<file path="config.mk">
export PLATFORM = sky130hd
export DESIGN_NAME = page_prog_engine
export DESIGN_NICKNAME = d
export VERILOG_FILES = /design/src/rtl/ppe_pkg.sv /design/src/rtl/ppe_page_buf.sv /design/src/rtl/ppe_timer.sv /design/src/rtl/ppe_guard.sv /design/src/rtl/page_prog_engine.sv
export SDC_FILE = /design/constraint.sdc
export NUM_CORES = 1
export LEC_CHECK = 0
export ABC_AREA = 0
export BUFFER_PORTS_ARGS = -buffer_cell sky130_fd_sc_hd__buf_4
export CAP_MARGIN = 5
export CORE_MARGIN = 2
export CORE_UTILIZATION = 45
export DETAILED_ROUTE_END_ITERATION = 7
export PLACE_DENSITY = 0.58
export SLEW_MARGIN = 30
export SYNTH_ARGS = -nofsm -noshare
export SYNTH_HDL_FRONTEND = slang
export SYNTH_SLANG_ARGS = --single-unit
</file>
<file path="constraint.sdc">
create_clock -name clk -period 2.85 [get_ports clk]
set_clock_uncertainty 0.05 [all_clocks]
set_input_delay 0.1425 -clock clk [delete_from_list [all_inputs] [get_ports clk]]
set_output_delay 0.1425 -clock clk [all_outputs]
set_load 0.1 [all_outputs]
</file>
<file path="src/rtl/ppe_pkg.sv">
package ppe_pkg;

  typedef enum logic [1:0] {
    ST_IDLE = 2'd0,
    ST_LOAD = 2'd1,
    ST_PROG = 2'd2
  } ppe_state_t;

  // level 0: none, 1: top quarter, 2: top half, 3: everything
  function automatic logic in_guarded(input logic [1:0] lvl, input logic [1:0] top2);
    logic hit;
    case (lvl)
      2'd0:    hit = 1'b0;
      2'd1:    hit = (top2 == 2'b11);
      2'd2:    hit = top2[1];
      default: hit = 1'b1;
    endcase
    return hit;
  endfunction

endpackage

</file>
<file path="src/rtl/ppe_page_buf.sv">
module ppe_page_buf #(
  parameter int PAGE_BYTES = 32,
  parameter int DATA_W     = 8,
  parameter int OFF_W      = 5
) (
  input  logic                  clk,
  input  logic                  rst,
  input  logic                  open_i,
  input  logic [OFF_W-1:0]      start_off_i,
  input  logic                  wr_i,
  input  logic [DATA_W-1:0]     wr_data_i,
  input  logic [OFF_W-1:0]      rd_idx_i,
  output logic [DATA_W-1:0]     rd_data_o,
  output logic [PAGE_BYTES-1:0] loaded_o,
  output logic                  any_o
);

  logic [DATA_W-1:0] store [PAGE_BYTES];
  logic [OFF_W-1:0]  wptr;

  // storage without reset, synchronous read: block RAM friendly
  always_ff @(posedge clk) begin
    if (wr_i) store[wptr] <= wr_data_i;
    rd_data_o <= store[rd_idx_i];
  end

  // write pointer wraps naturally inside the page
  always_ff @(posedge clk) begin
    if (rst) begin
      wptr     <= '0;
      loaded_o <= '0;
    end else if (open_i) begin
      wptr     <= start_off_i;
      loaded_o <= '0;
    end else if (wr_i) begin
      wptr           <= wptr + 1'b1;
      loaded_o[wptr] <= 1'b1;
    end
  end

  assign any_o = |loaded_o;

endmodule

</file>
<file path="src/rtl/ppe_timer.sv">
module ppe_timer #(
  parameter int CYC   = 36,
  parameter int CNT_W = 6
) (
  input  logic             clk,
  input  logic             rst,
  input  logic             clr_i,
  input  logic             en_i,
  output logic [CNT_W-1:0] cnt_o,
  output logic             last_o
);

  always_ff @(posedge clk) begin
    if (rst || clr_i) cnt_o <= '0;
    else if (en_i)    cnt_o <= cnt_o + 1'b1;
  end

  assign last_o = en_i && (cnt_o == CNT_W'(CYC - 1));

endmodule

</file>
<file path="src/rtl/ppe_guard.sv">
module ppe_guard
  import ppe_pkg::*;
#(
  parameter int ADDR_W = 12,
  parameter int DATA_W = 8
) (
  input  logic              clk,
  input  logic              rst,
  input  logic              go_i,
  input  logic [1:0]        lvl_i,
  input  logic [ADDR_W-1:0] addr_i,
  input  logic [DATA_W-1:0] data_i,
  output logic              mem_we_o,
  output logic [ADDR_W-1:0] mem_addr_o,
  output logic [DATA_W-1:0] mem_wdata_o
);

  logic blocked;
  assign blocked = in_guarded(lvl_i, addr_i[ADDR_W-1 -: 2]);

  always_ff @(posedge clk) begin
    if (rst) mem_we_o <= 1'b0;
    else     mem_we_o <= go_i && !blocked;
    mem_addr_o  <= addr_i;
    mem_wdata_o <= data_i;
  end

endmodule

</file>
<file path="src/rtl/page_prog_engine.sv">
module page_prog_engine
  import ppe_pkg::*;
#(
  parameter int ADDR_W     = 12,
  parameter int DATA_W     = 8,
  parameter int PAGE_BYTES = 32,
  parameter int CYCLE_CLKS = 250000
) (
  input  logic              clk,
  input  logic              rst,
  input  logic              cmd_start,
  input  logic [ADDR_W-1:0] cmd_addr,
  input  logic              data_strobe,
  input  logic [DATA_W-1:0] data_byte,
  input  logic              cs_rise,
  input  logic              cs_aligned,
  input  logic              wel_in,
  input  logic [1:0]        bp_level,
  output logic              busy,
  output logic              wel_clear,
  output logic              mem_we,
  output logic [ADDR_W-1:0] mem_addr,
  output logic [DATA_W-1:0] mem_wdata
);

  localparam int OFF_W = $clog2(PAGE_BYTES);
  localparam int HI_W  = ADDR_W - OFF_W;
  localparam int MIN_C = PAGE_BYTES + 4;
  localparam int CYC   = (CYCLE_CLKS > MIN_C) ? CYCLE_CLKS : MIN_C;
  localparam int CNT_W = $clog2(CYC + 1);

  ppe_state_t      state_q;
  logic [HI_W-1:0] base_q;
  logic            wel_ok_q;
  logic [1:0]      lvl_q;

  logic                  st_open, byte_take, rise_take, commit, in_prog, drain;
  logic [CNT_W-1:0]      cnt;
  logic                  t_last;
  logic [OFF_W-1:0]      rd_idx;
  logic [DATA_W-1:0]     rd_data;
  logic [PAGE_BYTES-1:0] loaded;
  logic                  any_loaded;
  logic                  s1_go;
  logic [OFF_W-1:0]      s1_off;

  always_comb begin
    in_prog   = (state_q == ST_PROG);
    st_open   = cmd_start && !in_prog;
    byte_take = data_strobe && (state_q == ST_LOAD) && !cmd_start;
    rise_take = cs_rise && (state_q == ST_LOAD) && !cmd_start;
    commit    = rise_take && cs_aligned && wel_ok_q && any_loaded;
    drain     = in_prog && (cnt < CNT_W'(PAGE_BYTES));
    rd_idx    = cnt[OFF_W-1:0];
  end

  always_ff @(posedge clk) begin
    if (rst) begin
      state_q  <= ST_IDLE;
      base_q   <= '0;
      wel_ok_q <= 1'b0;
      lvl_q    <= 2'd0;
    end else if (st_open) begin
      state_q  <= ST_LOAD;
      base_q   <= cmd_addr[ADDR_W-1:OFF_W];
      wel_ok_q <= wel_in;
    end else if (rise_take) begin
      state_q <= commit ? ST_PROG : ST_IDLE;
      if (commit) lvl_q <= bp_level;
    end else if (in_prog && t_last) begin
      state_q <= ST_IDLE;
    end
  end

  ppe_page_buf #(
    .PAGE_BYTES(PAGE_BYTES), .DATA_W(DATA_W), .OFF_W(OFF_W)
  ) u_buf (
    .clk(clk), .rst(rst),
    .open_i(st_open), .start_off_i(cmd_addr[OFF_W-1:0]),
    .wr_i(byte_take), .wr_data_i(data_byte),
    .rd_idx_i(rd_idx), .rd_data_o(rd_data),
    .loaded_o(loaded), .any_o(any_loaded)
  );

  ppe_timer #(.CYC(CYC), .CNT_W(CNT_W)) u_tmr (
    .clk(clk), .rst(rst), .clr_i(commit), .en_i(in_prog),
    .cnt_o(cnt), .last_o(t_last)
  );

  // stage 1: pick the byte slot, read issued to the buffer
  always_ff @(posedge clk) begin
    if (rst) s1_go <= 1'b0;
    else     s1_go <= drain && loaded[rd_idx];
    s1_off <= rd_idx;
  end

  // stage 2: protection gate and registered write port
  ppe_guard #(.ADDR_W(ADDR_W), .DATA_W(DATA_W)) u_grd (
    .clk(clk), .rst(rst),
    .go_i(s1_go), .lvl_i(lvl_q),
    .addr_i({base_q, s1_off}), .data_i(rd_data),
    .mem_we_o(mem_we), .mem_addr_o(mem_addr), .mem_wdata_o(mem_wdata)
  );

  always_ff @(posedge clk) begin
    if (rst) wel_clear <= 1'b0;
    else     wel_clear <= in_prog && t_last;
  end

  assign busy = in_prog;

endmodule

</file>
# After elaboration in Yosys (flattened, before gate mapping)
# Memories as Yosys holds them, arrays and structs flattened. A register that Yosys moved wholly into a read port is not among the register bits.
# Index checks and enable logic that the tools add are counted.
# totals
elab_cells	67
mem_count	1
inputBits	29
ramBits	256
regBits	95
output_inout_bits	23
# classes
n_lt_le_gt_ge	4
n_reduce_logical	25
bitwise_logic	2
eq_ne	6
n_mux	13
add_sub_neg	2
# memory_table
memory	words	width	read_ports	rd_ports_with_merged_regs	write_ports	line	rtl
u_buf.store	32	8	1	1	1	ppe_page_buf.sv:18	logic [DATA_W-1:0] store [PAGE_BYTES];
# op_table
operator	count
32-bit bitwise OR	1
32-bit OR reduction	1
18-bit by 1-bit adder with 18-bit output (second input constant)	1
18-bit equality test (second input constant)	1
18-bit by 6-bit less-than comparator with 1-bit output (second input constant)	1
1-bit logical AND	14
5-bit by 6-bit less-than comparator with 1-bit output (second input constant)	2
5-bit 2-to-1 mux	2
2-bit equality test (second input constant)	3
2-bit 2-to-1 mux	3
5-bit by 1-bit adder with 5-bit output (second input constant)	1
1-bit binary-select mux with 5-bit select	1
1-bit demux with 5-bit select	1
5-bit by 1-bit >= comparator with 1-bit output (second input constant)	1
1-bit 2-to-1 mux	5
2-bit by 1-bit equality test with 1-bit output (second input constant)	2
2-bit nonzero test	2
1-bit logical NOT	3
1-bit case mux with 3 select lines	1
3-bit AND reduction	1
3-bit nonzero test	1
2-bit logical NOT	1
2-bit OR reduction	1
1-bit logical OR	1
1-bit NOT	1

# Depth between registers and ports, before layout
# depth
depth_word	9
ltp_mapped	8

# By module
# Synthesis repeated with hierarchy kept, for this count alone.
# unflattened
hier_cells	737
area_unflattened_um2	13574.3
# by_module_without_submodules
mod	cells_each	instances	area_per_inst_um2
ppe_page_buf	529	1	11295.8
page_prog_engine	87	1	963.4
ppe_timer	97	1	865.8
ppe_guard	24	1	449.2

# Least setup slack after synthesis
# OpenSTA, ideal clock, no wires.
# synth_path
path_kind	register to register
start	register state_q[1]
end	memory u_buf.store[30][0] (enable)
slack_ps	872
t_required_ps	2426
path_stages_with_launch	5
period_less_slack_ps	1978
arrival_ps	1555
setup_ps	374
cell_sequence	dfxtp_1 nor4bb_1 clkbuf_1 nand2_1 nor2_1
# synth_between
elab_chain_len	5
# synth_lines
element	line	rtl
from (decl)	page_prog_engine.sv:32	ppe_state_t state_q;
from (signal assigned)	page_prog_engine.sv:68	state_q <= commit ? ST_PROG : ST_IDLE;
2-bit by 1-bit equality test with 1-bit output	page_prog_engine.sv:50	byte_take = data_strobe && (state_q == ST_LOAD) && !cmd_start;
1-bit logical AND (2 in a row)	page_prog_engine.sv:50	
1-bit 2-to-1 mux	ppe_page_buf.sv:23	if (wr_i) store[wptr] <= wr_data_i;
1-bit 2-to-1 mux (implied by the code)	ppe_page_buf.sv:23	
to (decl)	ppe_page_buf.sv:18	
# No other way between the ends.

# Final worst setup path
# layout_path
start	register u_buf.loaded_o[31]
end	register lvl_q[1]
# layout_between
elab_chain_len	3
# layout_lines
element	line	rtl
from (decl)	ppe_page_buf.sv:14	output logic [PAGE_BYTES-1:0] loaded_o,
from (signal assigned)	ppe_page_buf.sv:31	loaded_o <= '0;
from (signal assigned)	ppe_page_buf.sv:34	loaded_o <= '0;
from (signal, indexed assignment)	ppe_page_buf.sv:37	loaded_o[wptr] <= 1'b1;
32-bit OR reduction	ppe_page_buf.sv:41	assign any_o = |loaded_o;
1-bit logical AND	page_prog_engine.sv:52	commit = rise_take && cs_aligned && wel_ok_q && any_loaded;
3-bit AND reduction (no line)	--	
to (signal assigned)	page_prog_engine.sv:69	if (commit) lvl_q <= bp_level;
to (decl)	page_prog_engine.sv:35	logic [1:0] lvl_q;
# No other way between the ends.
# A chain may end at the register's enable or synchronous reset.

==> summary.txt <==
Run status
  – Status: completed

Min path
  – Hold-critical path depth: 1
  – Min-delay worst type: in -> reg

Clock network
  – Cts repair resizes: 0
  – Maximum root-to-sink buffer count: 3
  – Num Clock Sinks: 359
  – Root buffer cell: clkbuf_16
  – CTS tree: built
  – Clk slew on worst S/H paths: 0.06 ns
  – CTS Buf Count: 39
  – Clock Latency Late Sink: 0.51 ns
  – H-Tree Depth: 2

Floorplanning
  – Rows: 63
  – Initial Util: 45.75%
  – Placeable Area: 29720 sq um
  – Chip Height: 177.8 um
  – Io pins: 52
  – Die area: 31620 sq um
  – Die W: 177.8 um

Place
  – Port buffer count: 51
  – Routability cong.: 0.7932
  – DP Wirelength: 19360 um

Timing
  – Worst-margin pin slew: 0.6975 ns
  – Final setup fails: 0
  – Slew margin rel.: 53.50%
  – Final Hold Viols: 0
  – Post-route setup TNS: 0 ns
  – Final Max Tran Viols: 0
  – Unrepaired setup endpoints after global routing: no
  – Fmax achieved: 0.4337 GHz
  – Fin crit share: 80.90%
  – Minimum clock period: 2.306 ns
  – Hold_ws: 0.01872 ns

Power
  – Gate power share: 2.5%
  – Leak pwr: 5.488 nW
  – Peak supply drop: 0.4629 mV
  – Clk pwr share: 46.4%
  – Switch share: 19.39%
  – Switch Pwr: 2.134 mW
  – PwrDens: 674.6 nW/um^2
  – P_int: 8.875 mW
  – Seq pwr share: 51.1%
  – PnR Total Power: 11.01 mW

GRT
  – Pin count of the biggest net entering global routing: 35
  – GR Overflow Total: 0
  – Global-route wire length before repair: 47560 um
  – Vias in the first global route: 7798
  – Initial antenna violation count: 0
  – Global-route usage over all layers: 20.39%

Final layout
  – Area grow syn2layout: 20.03%
  – Layout cells sized above 1: 20.59%
  – Nets: 1029
  – Antenna cell count: 0

Detailed routing
  – Routed wire length: 31030 um
  – DRC violations left: 0
  – WL/cell: 21.93 um
  – Drt via density: 5.421
  – Number of DRC markers in iteration 0: 631
  – Via count: 7671
  – Routed Antenna Nets: 0
  – 1st-pass router iterations: 7

Synthesis
  – Post-Synthesis Cells: 868
  – Syn_nets: 902
  – Synthesized area: 13600 sq um
  – Number of flops mapped to enable cells by yosys: 256
  – YS warnings: 0
  – Synth Area per Inst: 15.66 sq um
  – Count of cell types in the netlist: 44
  – Post-synth ARST share: 0%
  – Most used flip-flop cell after synthesis: edfxtp_1
  – Post-synthesis sequential area ratio: 71.71%
  – FF+latch count, synth: 359

Critical path
  – WP data required: 3.19 ns
  – Crit-path max FO: 4
  – WS Path Type: reg -> reg
  – Max incr delay on CP: 0.56 ns
  – Worst reg2reg path depth: 6
  – Critical path capture point type: flip-flop
  – Worst-path cell chain: nor4_1 > nand4_1 > o21ai_1 > mux2i_1 > nor2_1 > dlygate4sd3_1
  – CP Launch Type: flip-flop
  – WP data arrival: 2.65 ns
  – Critical path's slowest cell: dlygate4sd3_1

Job
  – # Max-Cap Violations: 0
cell type report:
cell class	instances	area, sq um
tap	390	488.0
inverter	4	15.01
clock buffer	57	1157
fill	2385	13400
multi-input combinational	457	3610
clock inverter	14	170.2
sequential	359	9756
timing repair buffer	134	1124
logic make-up (layout without fill, tap and decap cells):
group,Yosys count,after routing,synth area share (%)
fa+ha+maj,5,5,0.4602
mux,126,126,13.14
compound gates,75,75,4.059
simple gates,233,233,7.731
xor+xnor,18,18,1.160
buf+inv,52,209,1.739
flops,359,359,71.71
cells in the mapped netlist (all sizes together) (3+ instances only):
master	number	area (sq um)
o221ai	8	70.07
nor2	114	427.9
a22oi	7	52.55
and2	3	18.77
ha	5	62.56
and3	3	18.77
inv	4	15.01
buf	22	123.9
dfxtp	103	2062
nor3	17	85.08
nand2	42	157.7
o21ai	3	15.01
a22o	18	157.7
o21ba	7	70.07
nand4	8	50.05
mux4	42	945.9
nor4	10	62.56
nor2b	6	37.54
clkbuf	26	97.59
xnor2	6	52.55
a21oi	19	95.09
xor2	12	105.1
a31oi	8	50.05
nand3	12	60.06
mux2i	84	840.8
nand2b	6	37.54
edfxtp	256	7687
layer usage:
metal | GRT usage, % | vias up | part of all wire (%)
met3 | 3.813 | 46 | 5.8
met5 | 0 | - | 0
met1 | 28.60 | 3845 | 45
li1 | - | 3546 | -
met2 | 33.12 | 234 | 47
met4 | 4.781 | 0 | 1.8
per-stage QoR:
step,cells,utilization [%],instance area [sq um],worst slack (ns)
after detailed placement,1312,49.37,14670,0.6436
after CTS,1415,54.92,16320,0.5664
after global routing,1415,54.92,16320,0.3454
final,1415,54.92,16320,0.5442
after global placement,1312,49.37,14670,0.6933
after floorplan,868,-,13600,0.8717
state kept, by name (all words and copies together) (netlist names):
name,cells
u_buf.store,256
u_grd.mem_wdata_o,8
u_grd.mem_we_o,1
s1_off,5
u_tmr.cnt_o,18
u_buf.wptr,5
base_q,7
wel_ok_q,1
state_q,2
u_buf.rd_data_o,8
wel_clear,1
u_grd.mem_addr_o,12
lvl_q,2
u_buf.loaded_o,32
s1_go,1
layout by cell type, fill, tap and decap left out, drive strengths merged, types with 18 or more instances in the layout:
master	synthesis	final
dlygate4sd3	0	32
nor2	114	114
edfxtp	256	256
a22o	18	18
mux4	42	42
buf	22	102
clkbuf	26	57
a21oi	19	19
nand2	42	42
dfxtp	103	103
mux2i	84	84
worst max-delay path, delay by kind of cell, from the launching register on:
kind                   cells  cell delay (ns)
buffers and inverters      1             0.56
AOI/OAI and AO/OA          1             0.42
muxes                      1             0.23
and+or+nand+nor            3             0.60
DFF                        1             0.34
power by group through the flow:
stage | logic (mW) | clock network (mW) | registers (mW)
after floorplan | 0.0688 | 0 | 5.78
after global placement | 0.237 | 0 | 5.74
after detailed placement | 0.240 | 0 | 5.74
after CTS | 0.274 | 5.21 | 5.63
after global routing | 0.295 | 5.44 | 5.63
final | 0.273 | 5.11 | 5.63
worst paths after layout:
kind / start / to / slack [ns]
worst min register to register: s1_off[4]$_DFF_P_ / u_grd.mem_addr_o[4]$_DFF_P_ / 0.27
worst min-delay path: data_byte[1] / u_buf.store[2][1]$_DFFE_PP_ / 0.02
worst max-delay path: u_buf.loaded_o[31]$_SDFFE_PP0P_ / lvl_q[1]$_SDFFE_PP0P_ / 0.54
worst max register to register: u_buf.loaded_o[31]$_SDFFE_PP0P_ / lvl_q[1]$_SDFFE_PP0P_ / 0.54
what timing repair did:
| item | CTS | global route |
|---|---|---|
| endpoints found under the hold margin | 18 | 0 |
| hold buffers | 32 | 0 |
| buffers inserted | 0 | 0 |
Note: power is estimated with default switching activity, not from simulation.
